File: config.mk
export PLATFORM = sky130hd
export DESIGN_NAME = mesi_snoop_ctrl
export DESIGN_NICKNAME = d
export VERILOG_FILES = /design/src/rtl/mesi_pkg.sv /design/src/rtl/mesi_line_store.sv /design/src/rtl/mesi_snoop_resp.sv /design/src/rtl/mesi_req_fsm.sv /design/src/rtl/mesi_snoop_ctrl.sv
export SDC_FILE = /design/constraint.sdc
export NUM_CORES = 1
export LEC_CHECK = 0
export BUFFER_PORTS_ARGS = -buffer_cell sky130_fd_sc_hd__buf_2
export CAP_MARGIN = 30
export CORE_UTILIZATION = 50
export CTS_CLUSTER_DIAMETER = 120
export DETAILED_ROUTE_END_ITERATION = 10
export GPL_ROUTABILITY_DRIVEN = 0
export PLACE_DENSITY = 0.78
export RECOVER_POWER = 25
export SLEW_MARGIN = 0
export SYNTH_ARGS = -nofsm -noshare
export SYNTH_HDL_FRONTEND = slang
export SYNTH_SLANG_ARGS = --single-unit
File: constraint.sdc
create_clock -name clk -period 4.1 [get_ports clk]
set_clock_uncertainty 0.1 [all_clocks]
set_input_delay 0.615 -clock clk [delete_from_list [all_inputs] [get_ports clk]]
set_output_delay 0.615 -clock clk [all_outputs]
set_load 0.01 [all_outputs]
File: src/rtl/mesi_pkg.sv
package mesi_pkg;
  typedef enum logic [1:0] {LS_I = 2'd0, LS_S = 2'd1, LS_E = 2'd2, LS_M = 2'd3} line_state_t;
  typedef enum logic [1:0] {BC_RD = 2'd0, BC_RDX = 2'd1, BC_INV = 2'd2, BC_WB = 2'd3} bus_cmd_t;
  typedef enum logic [1:0] {FS_IDLE, FS_WB, FS_FILL, FS_UPG} req_fsm_t;

  // line may be written without asking the bus
  function automatic logic owns_line(line_state_t s);
    return (s == LS_M) || (s == LS_E);
  endfunction

  // state a line takes after another cache's transaction hit it
  function automatic line_state_t after_snoop(line_state_t s, bus_cmd_t c);
    case (c)
      BC_RD:          return owns_line(s) ? LS_S : s;
      BC_RDX, BC_INV: return LS_I;
      default:        return s;
    endcase
  endfunction

  // state of a freshly filled line
  function automatic line_state_t after_fill(logic for_write, logic others_hold);
    return (for_write || !others_hold) ? LS_E : LS_S;
  endfunction
endpackage

File: src/rtl/mesi_line_store.sv
module mesi_line_store
  import mesi_pkg::*;
#(
  parameter int IDX_W = 2,
  parameter int TAG_W = 6,
  parameter int DW    = 16
) (
  input  logic             clk,
  input  logic             rst_n,
  input  logic [IDX_W-1:0] ra_idx,
  output line_state_t      ra_state,
  output logic [TAG_W-1:0] ra_tag,
  output logic [DW-1:0]    ra_data,
  input  logic [IDX_W-1:0] rb_idx,
  output line_state_t      rb_state,
  output logic [TAG_W-1:0] rb_tag,
  output logic [DW-1:0]    rb_data,
  input  logic             wa_en,
  input  logic [IDX_W-1:0] wa_idx,
  input  logic             wa_tag_en,
  input  logic [TAG_W-1:0] wa_tag,
  input  line_state_t      wa_state,
  input  logic             wa_data_en,
  input  logic [DW-1:0]    wa_data,
  input  logic             wb_en,
  input  logic [IDX_W-1:0] wb_idx,
  input  line_state_t      wb_state
);
  localparam int LINES = 1 << IDX_W;

  line_state_t      st_q  [LINES];
  logic [TAG_W-1:0] tag_q [LINES];
  logic [DW-1:0]    dat_q [LINES];

  // snoop port written last so it wins if both ever hit one line
  always_ff @(posedge clk or negedge rst_n) begin
    if (!rst_n) begin
      for (int i = 0; i < LINES; i++) st_q[i] <= LS_I;
    end else begin
      if (wa_en) st_q[wa_idx] <= wa_state;
      if (wb_en) st_q[wb_idx] <= wb_state;
    end
  end

  always_ff @(posedge clk) begin
    if (wa_en && wa_tag_en)  tag_q[wa_idx] <= wa_tag;
    if (wa_en && wa_data_en) dat_q[wa_idx] <= wa_data;
  end

  assign ra_state = st_q[ra_idx];
  assign ra_tag   = tag_q[ra_idx];
  assign ra_data  = dat_q[ra_idx];
  assign rb_state = st_q[rb_idx];
  assign rb_tag   = tag_q[rb_idx];
  assign rb_data  = dat_q[rb_idx];
endmodule

File: src/rtl/mesi_snoop_resp.sv
module mesi_snoop_resp
  import mesi_pkg::*;
#(
  parameter int AW    = 8,
  parameter int IDX_W = 2,
  parameter int DW    = 16
) (
  input  logic                snoop_valid,
  input  bus_cmd_t            snoop_cmd,
  input  logic [AW-1:0]       snoop_addr,
  input  line_state_t         line_state,
  input  logic [AW-IDX_W-1:0] line_tag,
  input  logic [DW-1:0]       line_data,
  output logic                snoop_hit,
  output logic                snoop_shared,
  output logic                snoop_supply,
  output logic [DW-1:0]       snoop_data,
  output logic                upd_en,
  output line_state_t         upd_state
);
  assign snoop_hit    = snoop_valid && (line_state != LS_I) &&
                        (line_tag == snoop_addr[AW-1:IDX_W]);
  assign snoop_shared = snoop_hit && (snoop_cmd == BC_RD);
  assign snoop_supply = snoop_hit && (line_state == LS_M) &&
                        ((snoop_cmd == BC_RD) || (snoop_cmd == BC_RDX));
  assign snoop_data   = snoop_supply ? line_data : '0;
  assign upd_en       = snoop_hit && (snoop_cmd != BC_WB);
  assign upd_state    = after_snoop(line_state, snoop_cmd);
endmodule

File: src/rtl/mesi_req_fsm.sv
module mesi_req_fsm
  import mesi_pkg::*;
#(
  parameter int AW    = 8,
  parameter int IDX_W = 2,
  parameter int DW    = 16
) (
  input  logic                clk,
  input  logic                rst_n,
  input  logic                cpu_req,
  input  logic                cpu_we,
  input  logic [AW-1:0]       cpu_addr,
  input  logic [DW-1:0]       cpu_wdata,
  output logic                cpu_ready,
  output logic [DW-1:0]       cpu_rdata,
  input  logic                snoop_valid,
  output logic                bus_req,
  output bus_cmd_t            bus_cmd,
  output logic [AW-1:0]       bus_addr,
  output logic [DW-1:0]       bus_wdata,
  input  logic                bus_gnt,
  input  logic [DW-1:0]       bus_rdata,
  input  logic                bus_shared_in,
  input  line_state_t         line_state,
  input  logic [AW-IDX_W-1:0] line_tag,
  input  logic [DW-1:0]       line_data,
  output logic                wa_en,
  output logic                wa_tag_en,
  output line_state_t         wa_state,
  output logic                wa_data_en,
  output logic [DW-1:0]       wa_data,
  output req_fsm_t            fsm_state
);
  req_fsm_t st_q, st_d;
  logic     hit;

  assign hit       = (line_state != LS_I) && (line_tag == cpu_addr[AW-1:IDX_W]);
  assign cpu_rdata = line_data;
  assign fsm_state = st_q;

  always_comb begin
    st_d       = st_q;
    cpu_ready  = 1'b0;
    bus_req    = 1'b0;
    bus_cmd    = BC_RD;
    bus_addr   = cpu_addr;
    bus_wdata  = line_data;
    wa_en      = 1'b0;
    wa_tag_en  = 1'b0;
    wa_state   = line_state;
    wa_data_en = 1'b0;
    wa_data    = cpu_wdata;
    case (st_q)
      FS_IDLE: begin
        if (cpu_req && !snoop_valid) begin
          if (hit && !cpu_we) begin
            cpu_ready = 1'b1;
          end else if (hit && owns_line(line_state)) begin
            cpu_ready  = 1'b1;
            wa_en      = 1'b1;
            wa_state   = LS_M;
            wa_data_en = 1'b1;
          end else if (hit) begin
            st_d = FS_UPG;
          end else if (line_state == LS_M) begin
            st_d = FS_WB;
          end else begin
            st_d = FS_FILL;
          end
        end
      end
      FS_WB: begin
        bus_req  = 1'b1;
        bus_cmd  = BC_WB;
        bus_addr = {line_tag, cpu_addr[IDX_W-1:0]};
        if (snoop_valid) begin
          st_d = FS_IDLE;
        end else if (bus_gnt) begin
          wa_en    = 1'b1;
          wa_state = LS_I;
          st_d     = FS_FILL;
        end
      end
      FS_FILL: begin
        bus_req = 1'b1;
        bus_cmd = cpu_we ? BC_RDX : BC_RD;
        if (snoop_valid) begin
          st_d = FS_IDLE;
        end else if (bus_gnt) begin
          wa_en      = 1'b1;
          wa_tag_en  = 1'b1;
          wa_data_en = 1'b1;
          wa_data    = bus_rdata;
          wa_state   = after_fill(cpu_we, bus_shared_in);
          st_d       = FS_IDLE;
        end
      end
      FS_UPG: begin
        bus_req = 1'b1;
        bus_cmd = BC_INV;
        if (snoop_valid) begin
          st_d = FS_IDLE;
        end else if (bus_gnt) begin
          wa_en    = 1'b1;
          wa_state = LS_M;
          st_d     = FS_IDLE;
        end
      end
      default: st_d = FS_IDLE;
    endcase
  end

  always_ff @(posedge clk or negedge rst_n) begin
    if (!rst_n) st_q <= FS_IDLE;
    else        st_q <= st_d;
  end
endmodule

File: src/rtl/mesi_snoop_ctrl.sv
module mesi_snoop_ctrl
  import mesi_pkg::*;
#(
  parameter int AW    = 8,
  parameter int IDX_W = 2,
  parameter int DW    = 16
) (
  input  logic          clk,
  input  logic          rst_n,
  input  logic          cpu_req,
  input  logic          cpu_we,
  input  logic [AW-1:0] cpu_addr,
  input  logic [DW-1:0] cpu_wdata,
  output logic          cpu_ready,
  output logic [DW-1:0] cpu_rdata,
  output logic          bus_req,
  output logic [1:0]    bus_cmd,
  output logic [AW-1:0] bus_addr,
  output logic [DW-1:0] bus_wdata,
  input  logic          bus_gnt,
  input  logic [DW-1:0] bus_rdata,
  input  logic          bus_shared_in,
  input  logic          snoop_valid,
  input  logic [1:0]    snoop_cmd,
  input  logic [AW-1:0] snoop_addr,
  output logic          snoop_shared,
  output logic          snoop_supply,
  output logic [DW-1:0] snoop_data
);
  localparam int TAG_W = AW - IDX_W;

  // named internal events for the checker
  line_state_t      cur_state, snp_state, wa_state, upd_state;
  logic [TAG_W-1:0] cur_tag, snp_tag;
  logic [DW-1:0]    cur_data, snp_data, wa_data;
  logic             wa_en, wa_tag_en, wa_data_en, upd_en, snoop_hit;
  bus_cmd_t         snp_cmd, req_cmd;
  req_fsm_t         fsm_state;

  assign snp_cmd = bus_cmd_t'(snoop_cmd);
  assign bus_cmd = req_cmd;

  mesi_line_store #(.IDX_W(IDX_W), .TAG_W(TAG_W), .DW(DW)) u_store (
    .clk(clk), .rst_n(rst_n),
    .ra_idx(cpu_addr[IDX_W-1:0]), .ra_state(cur_state), .ra_tag(cur_tag), .ra_data(cur_data),
    .rb_idx(snoop_addr[IDX_W-1:0]), .rb_state(snp_state), .rb_tag(snp_tag), .rb_data(snp_data),
    .wa_en(wa_en), .wa_idx(cpu_addr[IDX_W-1:0]), .wa_tag_en(wa_tag_en),
    .wa_tag(cpu_addr[AW-1:IDX_W]), .wa_state(wa_state),
    .wa_data_en(wa_data_en), .wa_data(wa_data),
    .wb_en(upd_en), .wb_idx(snoop_addr[IDX_W-1:0]), .wb_state(upd_state)
  );

  mesi_snoop_resp #(.AW(AW), .IDX_W(IDX_W), .DW(DW)) u_snoop (
    .snoop_valid(snoop_valid), .snoop_cmd(snp_cmd), .snoop_addr(snoop_addr),
    .line_state(snp_state), .line_tag(snp_tag), .line_data(snp_data),
    .snoop_hit(snoop_hit), .snoop_shared(snoop_shared), .snoop_supply(snoop_supply),
    .snoop_data(snoop_data), .upd_en(upd_en), .upd_state(upd_state)
  );

  mesi_req_fsm #(.AW(AW), .IDX_W(IDX_W), .DW(DW)) u_fsm (
    .clk(clk), .rst_n(rst_n),
    .cpu_req(cpu_req), .cpu_we(cpu_we), .cpu_addr(cpu_addr), .cpu_wdata(cpu_wdata),
    .cpu_ready(cpu_ready), .cpu_rdata(cpu_rdata), .snoop_valid(snoop_valid),
    .bus_req(bus_req), .bus_cmd(req_cmd), .bus_addr(bus_addr), .bus_wdata(bus_wdata),
    .bus_gnt(bus_gnt), .bus_rdata(bus_rdata), .bus_shared_in(bus_shared_in),
    .line_state(cur_state), .line_tag(cur_tag), .line_data(cur_data),
    .wa_en(wa_en), .wa_tag_en(wa_tag_en), .wa_state(wa_state),
    .wa_data_en(wa_data_en), .wa_data(wa_data), .fsm_state(fsm_state)
  );
endmodule

Yosys cells after proc, flatten, opt, wreduce, memory -nomap -nowiden
Memories as Yosys holds them, arrays and structs flattened.
Cells that the tools add are included.
{"block": "totals", "regBits": 10, "ram_bits": 88, "in_bits": 57, "word_cells": 119, "n_memories": 2}
{"block": "op_classes", "magnitude_cmp": 4, "n_eq_ne": 17, "n_mux": 60, "bitwise": 2, "reduce_logical": 29}
{"memory": "u_store.dat_q", "words": 4, "word_bits": 16, "read_ports": 2, "rd_ports_with_merged_regs": 0, "wr": 1, "line": "mesi_line_store.sv:33", "rtl": "logic [DW-1:0] dat_q [LINES];"}
{"memory": "u_store.tag_q", "words": 4, "word_bits": 6, "read_ports": 2, "rd_ports_with_merged_regs": 0, "wr": 1, "line": "mesi_line_store.sv:32", "rtl": "logic [TAG_W-1:0] tag_q [LINES];"}
{"cell": "16-bit two-way mux", "count": 4}
{"cell": "2-bit two-way mux", "count": 26}
{"cell": "8-bit two-way mux", "count": 3}
{"cell": "8-bit bitwise mux", "count": 2}
{"cell": "1-bit two-way mux", "count": 15}
{"cell": "2-bit == test, second input constant", "count": 7}
{"cell": "1-bit logical AND", "count": 14}
{"cell": "6-bit == test", "count": 2}
{"cell": "2-bit one-hot mux with 3 select lines", "count": 2}
{"cell": "2-bit binary-select mux with 2-bit select", "count": 2}
{"cell": "2-bit demux with 2-bit select", "count": 2}
{"cell": "2-bit one-hot mux with 4 select lines", "count": 1}
{"cell": "3-bit >= comparator, second input constant", "count": 2}
{"cell": "3-bit by 1-bit less-than comparator with 1-bit output, second input constant", "count": 2}
{"cell": "2-bit inequality test, second input constant", "count": 3}
{"cell": "2-bit NOT with 3-bit output", "count": 2}
{"cell": "5-bit AND reduction", "count": 1}
{"cell": "2-bit by 1-bit == test with 1-bit output, second input constant", "count": 2}
{"cell": "2-bit logical NOT", "count": 2}
{"cell": "1-bit logical OR", "count": 4}
{"cell": "1-bit one-hot mux with 2 select lines", "count": 2}
{"cell": "2-bit one-hot mux with 2 select lines", "count": 1}
{"cell": "2-bit nonzero test", "count": 2}
{"cell": "2-bit OR reduction", "count": 2}
{"cell": "5 further kinds", "count": 7}

Depth between registers and ports, before layout
{"block": "depth", "word_depth": 15, "ltp_mapped": 8}

Cells and area by module
Synthesis repeated with hierarchy kept, for this count alone.
{"block": "unflattened", "hier_cells": 368, "hier_area_um2": 5813.1}
{"mod": "mesi_line_store", "instances": 1, "cells_per_inst": 197, "area_each_um2": 4356.7}
{"mod": "mesi_req_fsm", "instances": 1, "cells_per_inst": 113, "area_each_um2": 973.4}
{"mod": "mesi_snoop_resp", "instances": 1, "cells_per_inst": 58, "area_each_um2": 483.0}

Worst setup path before layout
OpenSTA, ideal clock, no wires.
{"block": "synth_timing", "path_kind": "input -> register", "start": "input port cpu_addr[0]", "end": "memory u_store.dat_q[0][0] (enable)", "setup_time_ps": 414, "arrival_time_ps": 3405, "slack_ps": 182, "stages": 6, "n_path_buf": 1, "path_cell_list": "buf_2 mux4_2 xor2_1 nor4_2 nand2_1 a21boi_0"}
{"block": "synth_via", "elab_chain_len": 14, "word_cells_on_any_way": 21, "classes_between": "eq/ne (3); mux (10); bitwise (1); reduce/logical (6); memory (1)"}
{"element": "start: declaration", "line": "mesi_snoop_ctrl.sv:12", "rtl": "input logic [AW-1:0] cpu_addr,"}
{"element": "2-bit NOT with 3-bit output (implied by the code)", "line": "mesi_line_store.sv:50", "rtl": "assign ra_state = st_q[ra_idx];"}
{"element": "2-bit binary-select mux with 2-bit select", "line": "mesi_line_store.sv:50"}
{"element": "2-bit two-way mux (implied by the code) (2 in a row)", "line": "mesi_line_store.sv:50"}
{"element": "2-bit == test or 2-bit nonzero test (tied branches)", "line": "mesi_pkg.sv:8, mesi_req_fsm.sv:37"}
{"element": "1-bit logical OR or 1-bit logical AND (tied branches)", "line": "mesi_pkg.sv:8, mesi_req_fsm.sv:37"}
{"element": "1-bit logical AND", "line": "mesi_req_fsm.sv:58", "rtl": "end else if (hit && owns_line(line_state)) begin"}
{"element": "1-bit two-way mux", "line": "mesi_req_fsm.sv:58"}
{"element": "1-bit two-way mux", "line": "mesi_req_fsm.sv:56", "rtl": "if (hit && !cpu_we) begin"}
{"element": "1-bit two-way mux", "line": "mesi_req_fsm.sv:55", "rtl": "if (cpu_req && !snoop_valid) begin"}
{"element": "1-bit one-hot mux with 2 select lines", "line": "mesi_req_fsm.sv:53", "rtl": "case (st_q)"}
{"element": "1-bit logical AND", "line": "mesi_line_store.sv:47", "rtl": "if (wa_en && wa_data_en) dat_q[wa_idx] <= wa_data;"}
{"element": "1-bit two-way mux", "line": "mesi_line_store.sv:47"}
{"element": "1-bit two-way mux (implied by the code)", "line": "mesi_line_store.sv:47"}
{"element": "end: declaration", "line": "mesi_line_store.sv:33"}
Several ways; a longest one is shown, not always the timed one. The select of a mux whose other input is x is not followed.

Worst setup path after layout
{"block": "layout_timing", "start": "input port snoop_addr[0]", "end": "output port snoop_data[4]"}
{"block": "layout_via", "elab_chain_len": 10, "word_cells_on_any_way": 14, "classes_between": "eq/ne (2); mux (4); bitwise (1); reduce/logical (5); memory (2)"}
{"element": "start: declaration", "line": "mesi_snoop_ctrl.sv:25", "rtl": "input logic [AW-1:0] snoop_addr,"}
{"element": "2-bit NOT with 3-bit output (implied by the code)", "line": "mesi_line_store.sv:53", "rtl": "assign rb_state = st_q[rb_idx];"}
{"element": "2-bit binary-select mux with 2-bit select", "line": "mesi_line_store.sv:53"}
{"element": "2-bit two-way mux (implied by the code) (2 in a row)", "line": "mesi_line_store.sv:53"}
{"element": "2-bit nonzero test", "line": "mesi_snoop_resp.sv:21", "rtl": "assign snoop_hit = snoop_valid && (line_state != LS_I) &&"}
{"element": "1-bit logical AND (2 in a row)", "line": "mesi_snoop_resp.sv:21"}
{"element": "1-bit logical AND (2 in a row)", "line": "mesi_snoop_resp.sv:24", "rtl": "assign snoop_supply = snoop_hit && (line_state == LS_M) &&"}
{"element": "16-bit two-way mux *", "line": "mesi_snoop_resp.sv:26", "rtl": "assign snoop_data = snoop_supply ? line_data : '0;"}
{"element": "end: declaration", "line": "mesi_snoop_ctrl.sv:28", "rtl": "output logic [DW-1:0] snoop_data"}
Mark *: on every way between the ends. The rest lies on a longest branch, timed or not. The select of a mux whose other input is x is not followed.

==> results by group <==
Status
  • Status: finished, final reports clean

Synth
  • Asr flop ratio synth: 10.2%
  • Mapped Cells: 370
  • Cell Area, Synth: 0.00536 mm²
  • Syn nets: 427
  • Sequential fraction of the synthesis area: 53.9%
  • EDFF count, synth: 88
  • Dominant cell type by area after synthesis: edfxtp_1
  • Warnings, synthesis: 0
  • Yosys top cell area share: 49.3%
  • #FFs+latches synth: 98
  • Synth unique cells: 46
  • Syn avg cell area: 14.5 µm²
  • Synth top area cells: edfxtp_1 49%, mux4_2 18%, dfrtp_1 4.7%, nand2_1 4.3%, mux4_1 2.9%
  • Main flop type after synthesis: edfxtp_1

Layout
  • Final instance area: 0.00615 mm²
  • Non-filler instance count after layout: 613
  • Ant. Diodes: 0
  • Nets: 529
  • Layout cells sized above 1: 42.1%
  • Utilization after layout: 59.3%
  • FILL cells: 810
  • Multi-input gate area: 0.00221 mm²
  • Seq. cell area: 0.00289 mm²
  • Area Growth Syn to Fin: 14.7%

Floorplan
  • Top Ports: 119
  • Initial core utilization: 51.7%
  • Core area: 0.0104 mm²
  • Die ar.: 0.0111 mm²
  • Die span in x: 106 µm
  • Die Y-Extent: 106 µm
  • Cell Rows: 37

Worst setup path
  • Critical path class: primary input to output port
  • Critical Path AT: 3.04 ns
  • Worst Path Required: 3.38 ns
  • Worst Path Max Fanout: 17
  • Worst setup SP type: primary input
  • Endpoint class of the critical path: output port
  • R2r setup slk: 1.16 ns

Power and ir drop
  • Leakage: 2.34 nW
  • VDD IR-drop max: 0.201 mV
  • Power density over cell area: 381 mW/mm²

Timing
  • Hold Vio Cnt, Final: 0
  • Fmax: 0.267 GHz
  • Worst slew pin tran: 1.27 ns
  • Final worst path period share: 91.5%
  • Min Tclk post-route: 3.75 ns
  • RSZ-0062 raised after global routing: false
  • Final Max Tran Viols: 0
  • Endpoints failing setup: 0
  • Setup TNS: 0 ns
  • Setup ws final: 0.349 ns
  • Worst rel slew slack: 15.1%

Global route
  • Remaining Overflow, GRT: 0
  • Vias in the first global route: 3,470
  • GRT Overall Usage: 22.5%
  • First-pass GRT wire length: 18,500 µm
  • Largest net degree at the start of global routing: 25
  • Initial antenna violation count: 0

Placement
  • DP Area: 0.00598 mm²
  • DP Worst Slack: 0.332 ns
  • Dpl cells: 597
  • HPWL after DPL: 8160 µm
  • Port Buffers: 118

Drt
  • Via Count: 3,561
  • Avg Vias per Cell: 5.81
  • WL/cell: 19.0 µm
  • Drt total wl: 11,700 µm
  • DRC viols: 0
  • Final ANT Viol Nets: 0
  • 1st-iter DRT viols: 244
  • First drt pass iteration count: 4

Clocking
  • Num CTS Buffers: 9
  • Maximum buffer depth of the clock tree: 2
  • Post-cts resize count: 0
  • Hold-fix buffers at CTS: 0
  • Worst-path clk slew: 0.09 ns
  • CTS Sinks: 98
  • CTS tree: yes
  • Clock latency on the worst-skew pair: 0.36 ns
  • H-tree levels: 3
  • Root buf cell: clkbuf_8
  • Post-CTS setup buffer count: 0

Hold path
  • Hold Path Class: primary input to asynchronous set/reset pin

Run
  • Max cap viols: 0
## placed cells by master, fill, tap and decap left out, drive strengths merged, types with 5 or more instances in the layout
cell	synthesis	final
a31oi	5	5
o21ai	6	6
xnor2	5	5
mux4	48	48
clkbuf	10	19
nor3	5	5
nor2	9	9
buf	28	120
a21oi	5	5
inv	9	11
mux2i	7	7
edfxtp	88	88
nand2b	6	6
xor2	7	7
dfrtp	10	10
nand2	61	61
nor2b	17	17
mux2	6	6
## Yosys cell counts (all sizes together), types with 6 or more instances
cell / number
edfxtp: 88
mux2i: 7
nor2: 9
mux2: 6
inv: 9
nand2b: 6
nand2: 61
clkbuf: 10
dfrtp: 10
o21ai: 6
mux4: 48
nor2b: 17
buf: 28
xor2: 7
## cell type report
class                           instances  area share [%]
Multi-Input combinational cell        225            35.9
Inverter                                9           0.549
Timing Repair Buffer                  129            10.7
Sequential cell                        98            47.0
Clock inverter                          6            1.04
Clock buffer                           10            2.07
Tap cell                              136            2.77
## cell families (layout without fill, tap and decap cells)
group	Yosys count	in the layout	synth area share, %
and+or+nand+nor	120	120	11.8
DFF	98	98	53.9
muxes	61	61	23.1
buffers and inverters	47	154	5.18
AOI/OAI and AO/OA	32	32	4.04
xor gates and xnor gates	12	12	1.96
## per-stage QoR
stage / power (mW) / hold slack (ns)
final: 2.35 / 0.136
after detailed placement: 1.75 / 0.406
after global routing: 2.45 / 0.164
after floorplan: 1.59 / 0.219
after global placement: 1.74 / 0.395
after CTS: 2.36 / 0.00805
## power breakdown
group | switching [mW] | internal (mW)
clock network | 0.333 | 0.284
logic | 0.298 | 0.234
registers | 0.0396 | 1.16
## critical path, cell delays in order
cell and delay (ns):
buf_2 0.28, mux4_2 0.56, xor2_1 0.16, or3b_1 0.37, or4_4 0.66, and2b_1 0.25
buf_2 0.12
## layer usage
metal | share of wire, % | routed length, µm | GRT usage [%] | up-vias
met5 | 0 | 0 | 0 | -
met4 | 1.4 | 159 | 7.94 | 0
met3 | 7.3 | 848 | 2.97 | 13
met2 | 50 | 5860 | 37.2 | 177
met1 | 41 | 4800 | 30.8 | 1759
li1 | - | - | - | 1612
## flip-flops by register name, summed over array words and instances, names as in the netlist
signal           cells
u_fsm.fsm_state      2
u_store.st_q         8
u_store.tag_q       24
u_store.dat_q       64
## worst paths after layout
path,startpoint,cells past startpoint,end
worst max register to register,u_store.tag_q[2][4],6,u_store.dat_q[2][8]
max in group asynchronous,rst_n,1,u_store.st_q[0]
worst min register to register,u_store.st_q[1],2,u_store.st_q[1]
worst min-delay path,rst_n,1,u_store.st_q[7]
min in group clk,u_store.st_q[1],2,u_store.st_q[1]
worst max-delay path,snoop_addr[0],7,snoop_data[4]
Note: power is estimated with default switching activity, not from simulation.
